$ cat src/rtl/lsm_pkg.sv
package lsm_pkg;

    typedef enum logic {
        LS_DOWN = 1'b0,
        LS_UP   = 1'b1
    } link_state_e;

    typedef struct packed {
        logic valid;
        logic err;
    } rx_char_t;

    function automatic logic is_clean(input rx_char_t c);
        return c.valid && !c.err;
    endfunction

    function automatic logic is_faulty(input rx_char_t c);
        return c.valid && c.err;
    endfunction

endpackage

$ cat src/rtl/lsm_run_counter.sv
module lsm_run_counter #(
    parameter int LIMIT = 64
) (
    input  logic clk,
    input  logic rst,
    input  logic clr,
    input  logic inc,
    output logic hit
);
    localparam int W = (LIMIT < 2) ? 1 : $clog2(LIMIT);
    localparam logic [W-1:0] LAST = W'(LIMIT - 1);

    logic [W-1:0] count;

    always_ff @(posedge clk) begin
        if (rst || clr)
            count <= '0;
        else if (inc)
            count <= (count == LAST) ? '0 : count + 1'b1;
    end

    assign hit = inc && !clr && (count == LAST);

    a_r4_hold_when_idle: assert property (@(posedge clk) disable iff (rst)
        (!inc && !clr) |=> $stable(count));

    a_r3_clear_empties: assert property (@(posedge clk) disable iff (rst)
        clr |=> (count == '0));

endmodule

$ cat src/rtl/lsm_drop_counter.sv
module lsm_drop_counter #(
    parameter int WIDTH = 8
) (
    input  logic             clk,
    input  logic             rst,
    input  logic             bump,
    output logic [WIDTH-1:0] count
);
    localparam logic [WIDTH-1:0] CEIL = '1;

    always_ff @(posedge clk) begin
        if (rst)
            count <= '0;
        else if (bump && count != CEIL)
            count <= count + 1'b1;
    end

    a_r9_no_wrap: assert property (@(posedge clk) disable iff (rst)
        ($past(count) == CEIL) |-> (count == CEIL));

endmodule

$ cat src/rtl/selfsync_link_fsm.sv
module selfsync_link_fsm
    import lsm_pkg::*;
#(
    parameter int GOOD_RUN = 64,
    parameter int BAD_RUN  = 4,
    parameter int DROP_W   = 8
) (
    input  logic              clk,
    input  logic              rst,
    input  logic              rx_valid,
    input  logic              rx_err,
    input  logic              xcvr_ready,
    input  logic              force_train,
    output logic              link_up,
    output logic              tx_train_sel,
    output logic [DROP_W-1:0] drop_count
);
    link_state_e state, state_nx;
    rx_char_t    ch;
    logic        good_hit, bad_hit;
    logic        good_inc, good_clr, bad_inc, bad_clr;
    logic        drop_evt;

    assign ch = '{valid: rx_valid, err: rx_err};

    always_comb begin
        good_inc = xcvr_ready && (state == LS_DOWN) && is_clean(ch);
        good_clr = !xcvr_ready || (state == LS_UP) || is_faulty(ch);
        bad_inc  = xcvr_ready && (state == LS_UP) && is_faulty(ch);
        bad_clr  = !xcvr_ready || (state == LS_DOWN) || is_clean(ch);
    end

    lsm_run_counter #(.LIMIT(GOOD_RUN)) u_good (
        .clk(clk), .rst(rst), .clr(good_clr), .inc(good_inc), .hit(good_hit)
    );

    lsm_run_counter #(.LIMIT(BAD_RUN)) u_bad (
        .clk(clk), .rst(rst), .clr(bad_clr), .inc(bad_inc), .hit(bad_hit)
    );

    always_comb begin
        state_nx = state;
        if (!xcvr_ready)
            state_nx = LS_DOWN;
        else if (state == LS_DOWN && good_hit)
            state_nx = LS_UP;
        else if (state == LS_UP && bad_hit)
            state_nx = LS_DOWN;
    end

    always_ff @(posedge clk) begin
        if (rst)
            state <= LS_DOWN;
        else
            state <= state_nx;
    end

    assign drop_evt = !rst && (state == LS_UP) && (state_nx == LS_DOWN);

    lsm_drop_counter #(.WIDTH(DROP_W)) u_drops (
        .clk(clk), .rst(rst), .bump(drop_evt), .count(drop_count)
    );

    assign link_up      = (state == LS_UP);
    assign tx_train_sel = force_train;

    a_r2_rise_on_clean: assert property (@(posedge clk) disable iff (rst)
        $rose(link_up) |-> $past(xcvr_ready && rx_valid && !rx_err));

    a_r5_fall_has_cause: assert property (@(posedge clk) disable iff (rst)
        $fell(link_up) |-> $past(rst || !xcvr_ready || (rx_valid && rx_err)));

    a_r7_not_ready_down: assert property (@(posedge clk) disable iff (rst)
        !xcvr_ready |=> !link_up);

    a_r9_count_only_on_drop: assert property (@(posedge clk) disable iff (rst)
        (!$fell(link_up) && !$past(rst)) |-> $stable(drop_count));

    a_r8_train_follows: assert property (@(posedge clk) disable iff (rst)
        tx_train_sel == force_train);

endmodule

$ cat config.mk
export PLATFORM = sky130hd
export DESIGN_NAME = selfsync_link_fsm
export DESIGN_NICKNAME = d
export VERILOG_FILES = /design/src/rtl/lsm_pkg.sv /design/src/rtl/lsm_run_counter.sv /design/src/rtl/lsm_drop_counter.sv /design/src/rtl/selfsync_link_fsm.sv
export SDC_FILE = /design/constraint.sdc
export NUM_CORES = 1
export LEC_CHECK = 0
export BUFFER_PORTS_ARGS = -buffer_cell sky130_fd_sc_hd__buf_2
export CAP_MARGIN = 10
export CORE_MARGIN = 10
export CORE_UTILIZATION = 50
export DETAILED_ROUTE_END_ITERATION = 6
export GPL_TIMING_DRIVEN = 0
export PLACE_DENSITY = 0.81
export SYNTH_ARGS = -nofsm -noshare
export SYNTH_HDL_FRONTEND = slang
export SYNTH_HIERARCHICAL = 1
export SYNTH_SLANG_ARGS = --single-unit
$ cat constraint.sdc
create_clock -name clk -period 4.8 [get_ports clk]
set_clock_uncertainty 0.05 [all_clocks]
set_input_delay 0.72 -clock clk [delete_from_list [all_inputs] [get_ports clk]]
set_output_delay 0.72 -clock clk [all_outputs]
set_load 0.02 [all_outputs]
==> results of run 1 <==
==> routing by layer <==
layer,routed length [um],vias to the layer above,global-route usage
met5,0,-,0
met3,80,4,0.03943
met2,944,17,0.1756
li1,-,391,-
met1,812,350,0.1077
met4,22,0,0.04286
==> how the worst max path moves through the flow <==
stage / slack (ps) / from / endpoint / depth (start not counted)
global route: 2260 / rx_err / link_up / 7
CTS: 2480 / rx_err / link_up / 7
finish: 2480 / rx_err / link_up / 7
global placement: 2280 / rx_err / link_up / 7
detailed placement: 2160 / rx_err / link_up / 7
floorplan: 2560 / rx_err / link_up / 6
==> flip-flops by register name, summed over array words and instances, names as in the netlist <==
signal	count
u_drops/count	8
link_up	1
u_bad/count	2
u_good/count	6
==> cells in the mapped netlist (all sizes together), types with 3 or more instances <==
| library cell | number | share of area |
|---|---|---|
| a211oi | 3 | 0.031 |
| a21oi | 6 | 0.038 |
| dfxtp | 17 | 0.38 |
| ha | 3 | 0.042 |
| inv | 3 | 0.013 |
| mux2i | 3 | 0.034 |
| nand2 | 10 | 0.042 |
| nand2b | 3 | 0.021 |
| nand3 | 3 | 0.017 |
| nand4 | 4 | 0.035 |
| nor2 | 6 | 0.025 |
| nor3 | 8 | 0.045 |
| o21ai | 3 | 0.017 |
| xor2 | 3 | 0.029 |
==> final cells by class <==
| class | count | area (um^2) | area share |
|---|---|---|---|
| Tap cell | 25 | 31.28 | 0.03064 |
| Multi-Input combinational cell | 75 | 521.8 | 0.5110 |
| Buffer | 2 | 18.77 | 0.01838 |
| Timing Repair Buffer | 14 | 70.07 | 0.06863 |
| Sequential cell | 17 | 340.3 | 0.3333 |
| Clock buffer | 3 | 22.52 | 0.02206 |
| Inverter | 3 | 11.26 | 0.01103 |
| Clock inverter | 1 | 5.005 | 0.004902 |
==> cell families (layout without fill, tap and decap cells) <==
logic type	Yosys count	count (layout)
flip-flops	17	17
AND/OR/NAND/NOR	43	43
AO/OA/AOI/OAI	21	21
adder cells (fa/ha/maj)	3	3
XOR/XNOR	4	4
buffers and inverters	5	23
multiplexers	4	4
==> worst max-delay path, cell delays in order <==
cell and delay (ps):
buf_2 100, nand2b_1 150, nor3_1 540, nand4_1 280
nor3_1 250, nor2_1 60, a2111oi_1 340
==> report_power, final <==
part           internal [mW]  total, mW  switching [mW]
Clock                 0.0311     0.0786          0.0475
Sequential             0.141      0.141        0.000188
Combinational        0.00375     0.0112         0.00745
Total                  0.176      0.231          0.0552
==> metrics by stage <==
stage          setup WS (ps)    util  hold WS (ps)
2_1_floorplan           2556       -         426.3
3_3_place_gp            2276  0.5817         437.9
3_5_place_dp            2165  0.5817         449.0
4_1_cts                 2478  0.5978         470.0
5_1_grt                 2264  0.5978         503.3
6_report                2483  0.5978         471.0
==> metrics.csv, run 1 <==
stage,metric,value,unit
sta,RSZ-0062 raised after global routing,no,
routing,DRT Pass-1 Iters,4,
floorplan,Row Count,15,
global_route,largest net degree at the start of global routing,17,
run,max-cap check violation count,0,
clocking,TritonCTS Buffers,3,
global_route,vias in the first global route,788,
min_path,WHS Path Cells,2,
synthesis,simple-gate share of the synthesized area,0.2707,
sta,actual slew at the worst max-slew pin,686.2,ps
final_layout,# fillers,163,
synthesis,Syn Nets,106,
sta,final setup fails,0,
min_path,hold_sp,u_good/count[5],
global_route,first-pass GRT wire length,3312,um
synthesis,Netlist cell types,38,
sta,Setup TNS Final,0,ps
synthesis,Syn. warnings,6,
placement,Area after DPL,993.5,um^2
min_path,hold crit path type,reg -> reg,
routing,final WL,1860,um
floorplan,die width,62.24,um
synthesis,Adder-Cell Fraction of Synth Area,0.04208,
final_layout,nets,125,
status,outcome,completed,
routing,number of antenna-violating nets in the routed design,0,
setup_path,reg2reg setup slack,2740,ps
routing,DRC violations left,0,
synthesis,"EDFF count, synth",0,
synthesis,Syn Inst Count,97,
setup_path,Worst Path Arrival,2450,ps
final_layout,Syn-to-layout area delta,14.45,%
final_layout,most frequent cells in the layout,"17 x dfxtp_1, 14 x buf_2, 10 x nand2_1",
placement,gpl congestion,0.8119,
synthesis,"FFs w/ async S/R, synth",0,
power,Power per Cell Area,226.4,nW/um^2
setup_path,WP data required,4930,ps
clocking,clock sink count,17,
sta,Relative slew margins,0.5390,
setup_path,CP Launch Type,input port,
synthesis,"Primary FF master, synth",dfxtp_1,
final_layout,Layout Cells excl Fill,140,
sta,Final Cycle Share,0.4828,
final_layout,share of post-route cells with drive strength above 1,0.2435,
synthesis,post-synthesis sequential area ratio,0.3815,
power,LEAKAGE,0.4157,nW
clocking,postcts setup bufs,0,
synthesis,Post-Synth XOR/XNOR Area,0.03927,
synthesis,multiplexer area fraction after synthesis,0.05049,
synthesis,largest family of logic cells by synthesized area,simple AND/OR/NAND/NOR gates,
sta,Fin. Hold Viols,0,
placement,Cells after DPL,136,
floorplan,die area,3874,um^2
setup_path,reg-to-reg startpoint,link_up,
global_route,total grt overflow,0,
placement,Final HPWL DP,1437,um
floorplan,I/O pin cnt,16,
final_layout,antenna cells,0,
power,Worst VDD drop,0.1765,mV
final_layout,final instance area,1021,um^2
synthesis,Synth Cell Area,892.1,um^2
clocking,Root Buffer,clkbuf_4,
setup_path,CP Class,in -> reg,
routing,routed len/inst,13.29,um
sta,post-layout minimum cycle time,2317,ps
min_path,Min-Delay Endpoint,u_good/count[5],
synthesis,Avg Inst Size Synth,9.197,um^2
clocking,Worst-path clk slew,100,ps
synthesis,post-synthesis compound-gate area fraction,0.1823,
setup_path,Crit. End Element,flip-flop,
clocking,Worst-Skew Late Latency,300,ps
clocking,"Gates resized, CTS repair",0,
setup_path,peak fanout along the critical path,5,
sta,Highest Clock Rate,0.4315,GHz
clocking,Post-CTS Hold Buffers,0,
routing,drt via density,5.443,
setup_path,R2R depth,5,
sta,Final Max Slew Viols,0,
synthesis,#FFs+latches synth,17,
clocking,worst-case clock buffer depth,2,
floorplan,Die H,62.24,um
setup_path,reg-to-reg endpoint,link_up,
clocking,CTS H-tree lvls,1,
clocking,CTS tree,built,
global_route,initial antenna violation count,0,
floorplan,Initial Utilization,0.5223,
final_layout,"commonest non-fill, non-tap cell in the layout",dfxtp_1,
placement,Port Buffers,14,
power,total power after layout,231.1,uW
floorplan,core area,1708,um^2
global_route,All-Layer GR Usage,0.1020,
routing,vias,762,
routing,starting DRC count in detailed routing,15,
Power figures use the tool's default switching activity.
==> run 2, diff against run 1 <==
- clock period: 4.8 -> 2.2 ns (I/O delays scaled with it)
==> metrics.csv, run 2 (synthesis results as in run 1) <==
stage,metric,value,unit
sta,RSZ-0062 raised after global routing,no,
setup_path,CP Launch Type,flip-flop,
final_layout,Layout Cells excl Fill,140,
clocking,clock sink count,17,
final_layout,"Most flops, register",u_drops/count,
global_route,initial antenna violation count,0,
clocking,Post-CTS Hold Buffers,0,
floorplan,die area,3874,um^2
sta,final setup fails,0,
final_layout,most frequent cells in the layout,"16 x dfxtp_1, 14 x buf_2, 10 x nand2_1",
routing,final WL,1879,um
sta,Final Max Slew Viols,0,
floorplan,I/O pin cnt,16,
floorplan,Row Count,15,
global_route,vias in the first global route,788,
final_layout,"commonest non-fill, non-tap cell in the layout",dfxtp_1,
floorplan,die width,62.24,um
clocking,CTS tree,built,
power,Power per Cell Area,490.8,nW/um^2
final_layout,nets,125,
clocking,Root Buffer,clkbuf_4,
clocking,TritonCTS Buffers,3,
setup_path,CP Class,reg -> reg,
placement,Final HPWL DP,1437,um
routing,DRC violations left,0,
clocking,CTS H-tree lvls,1,
final_layout,number of flip-flops in the largest register,8,
placement,Cells after DPL,136,
clocking,Worst-path clk slew,100,ps
global_route,first-pass GRT wire length,3312,um
status,outcome,completed,
global_route,largest net degree at the start of global routing,17,
floorplan,Initial Utilization,0.5223,
routing,drt via density,5.493,
sta,actual slew at the worst max-slew pin,410.0,ps
routing,number of antenna-violating nets in the routed design,0,
sta,Relative slew margins,0.7252,
final_layout,Syn-to-layout area delta,15.15,%
min_path,hold crit path type,in -> reg,
setup_path,Worst Path Arrival,2110,ps
power,switching power,120.1,uW
setup_path,Crit. End Element,flip-flop,
clocking,Worst-Skew Late Latency,300,ps
power,Int Pwr,384.0,uW
floorplan,core area,1708,um^2
power,Sequential Power Share,0.611,
power,total power after layout,504.2,uW
global_route,total grt overflow,0,
final_layout,Final Util,0.6015,
setup_path,peak fanout along the critical path,8,
sta,post-layout minimum cycle time,1916,ps
power,Net Sw Frac,0.2383,
routing,starting DRC count in detailed routing,17,
clocking,worst-case clock buffer depth,2,
sta,Fin. Hold Viols,0,
final_layout,antenna cells,0,
sta,Setup TNS Final,0,ps
power,Logic pwr share,0.050,
global_route,All-Layer GR Usage,0.1020,
sta,Highest Clock Rate,0.5218,GHz
setup_path,WP data required,2390,ps
final_layout,# fillers,161,
power,Clk pwr share,0.339,
routing,DRT Pass-1 Iters,4,
run,max-cap check violation count,0,
power,LEAKAGE,0.4183,nW
final_layout,share of post-route cells with drive strength above 1,0.2609,
placement,Port Buffers,14,
placement,gpl congestion,0.8119,
final_layout,registers with the most flip-flops,"u_drops/count: 8 flops, u_good/count: 6 flops, u_bad/count: 2 flops",
sta,Final Cycle Share,0.8711,
routing,vias,769,
routing,routed len/inst,13.42,um
power,Worst VDD drop,0.3844,mV
floorplan,Die H,62.24,um
[run 2: timing repair]
| action | in CTS | in global routing |
|---|---|---|
| gates resized for setup | 0 | 2 |
| buffers inserted | 0 | 0 |
| setup endpoints to repair | 0 | 2 |
[run 2: path summary, 6_finish.rpt]
| kind | startpoint | end | slack, ps | cells after the start |
|---|---|---|---|---|
| worst min-delay path | xcvr_ready | link_up | 310 | 3 |
| worst min register to register | u_good/count[5] | u_good/count[5] | 470 | 2 |
| worst max-delay path | link_up | u_drops/count[3] | 280 | 7 |
| worst max register to register | link_up | u_drops/count[3] | 280 | 7 |
[run 2: metrics by stage]
| step | hold slack [ps] | instance area (um^2) | setup slack, ps |
|---|---|---|---|
| after floorplan | 344.6 | 892.1 | 304.8 |
| after global placement | 437.9 | 993.5 | 66.48 |
| after detailed placement | 449.0 | 993.5 | -45.43 |
| after CTS | 290.8 | 1021 | 119.8 |
| after global routing | 314.6 | 1027 | 81.10 |
| final | 314.8 | 1027 | 283.7 |
[run 2: area by class of cell]
type / count / area (um^2) / area share
Buffer: 2 / 18.77 / 0.01827
Clock buffer: 3 / 22.52 / 0.02192
Clock inverter: 1 / 5.005 / 0.004872
Inverter: 3 / 11.26 / 0.01096
Multi-Input combinational cell: 75 / 526.8 / 0.5128
Sequential cell: 17 / 341.6 / 0.3325
Tap cell: 25 / 31.28 / 0.03045
Timing Repair Buffer: 14 / 70.07 / 0.06821
[run 2: layer usage]
layer,vias to the layer above,share of wire,GRT usage
met1,359,0.44,0.1077
met2,12,0.52,0.1756
met4,0,0.012,0.04286
met3,4,0.034,0.03943
met5,-,0,0
li1,394,-,-
[run 2: worst max-delay path: stages, from the launching register on]
cell     delay, ps
dfxtp_2        400
nand2_1         70
nor2_1         200
and3b_1        230
o211a_1        240
nand4_1        170
or3_2          430
o21ai_1         70
[run 2: power by group through the flow]
| stage | combinational, mW | clock, mW | sequential [mW] |
|---|---|---|---|
| floorplan | 0.0127 | 0 | 0.315 |
| global placement | 0.0232 | 0 | 0.315 |
| detailed placement | 0.0245 | 0 | 0.315 |
| CTS | 0.0246 | 0.178 | 0.308 |
| global route | 0.0280 | 0.188 | 0.308 |
| finish | 0.0250 | 0.171 | 0.308 |
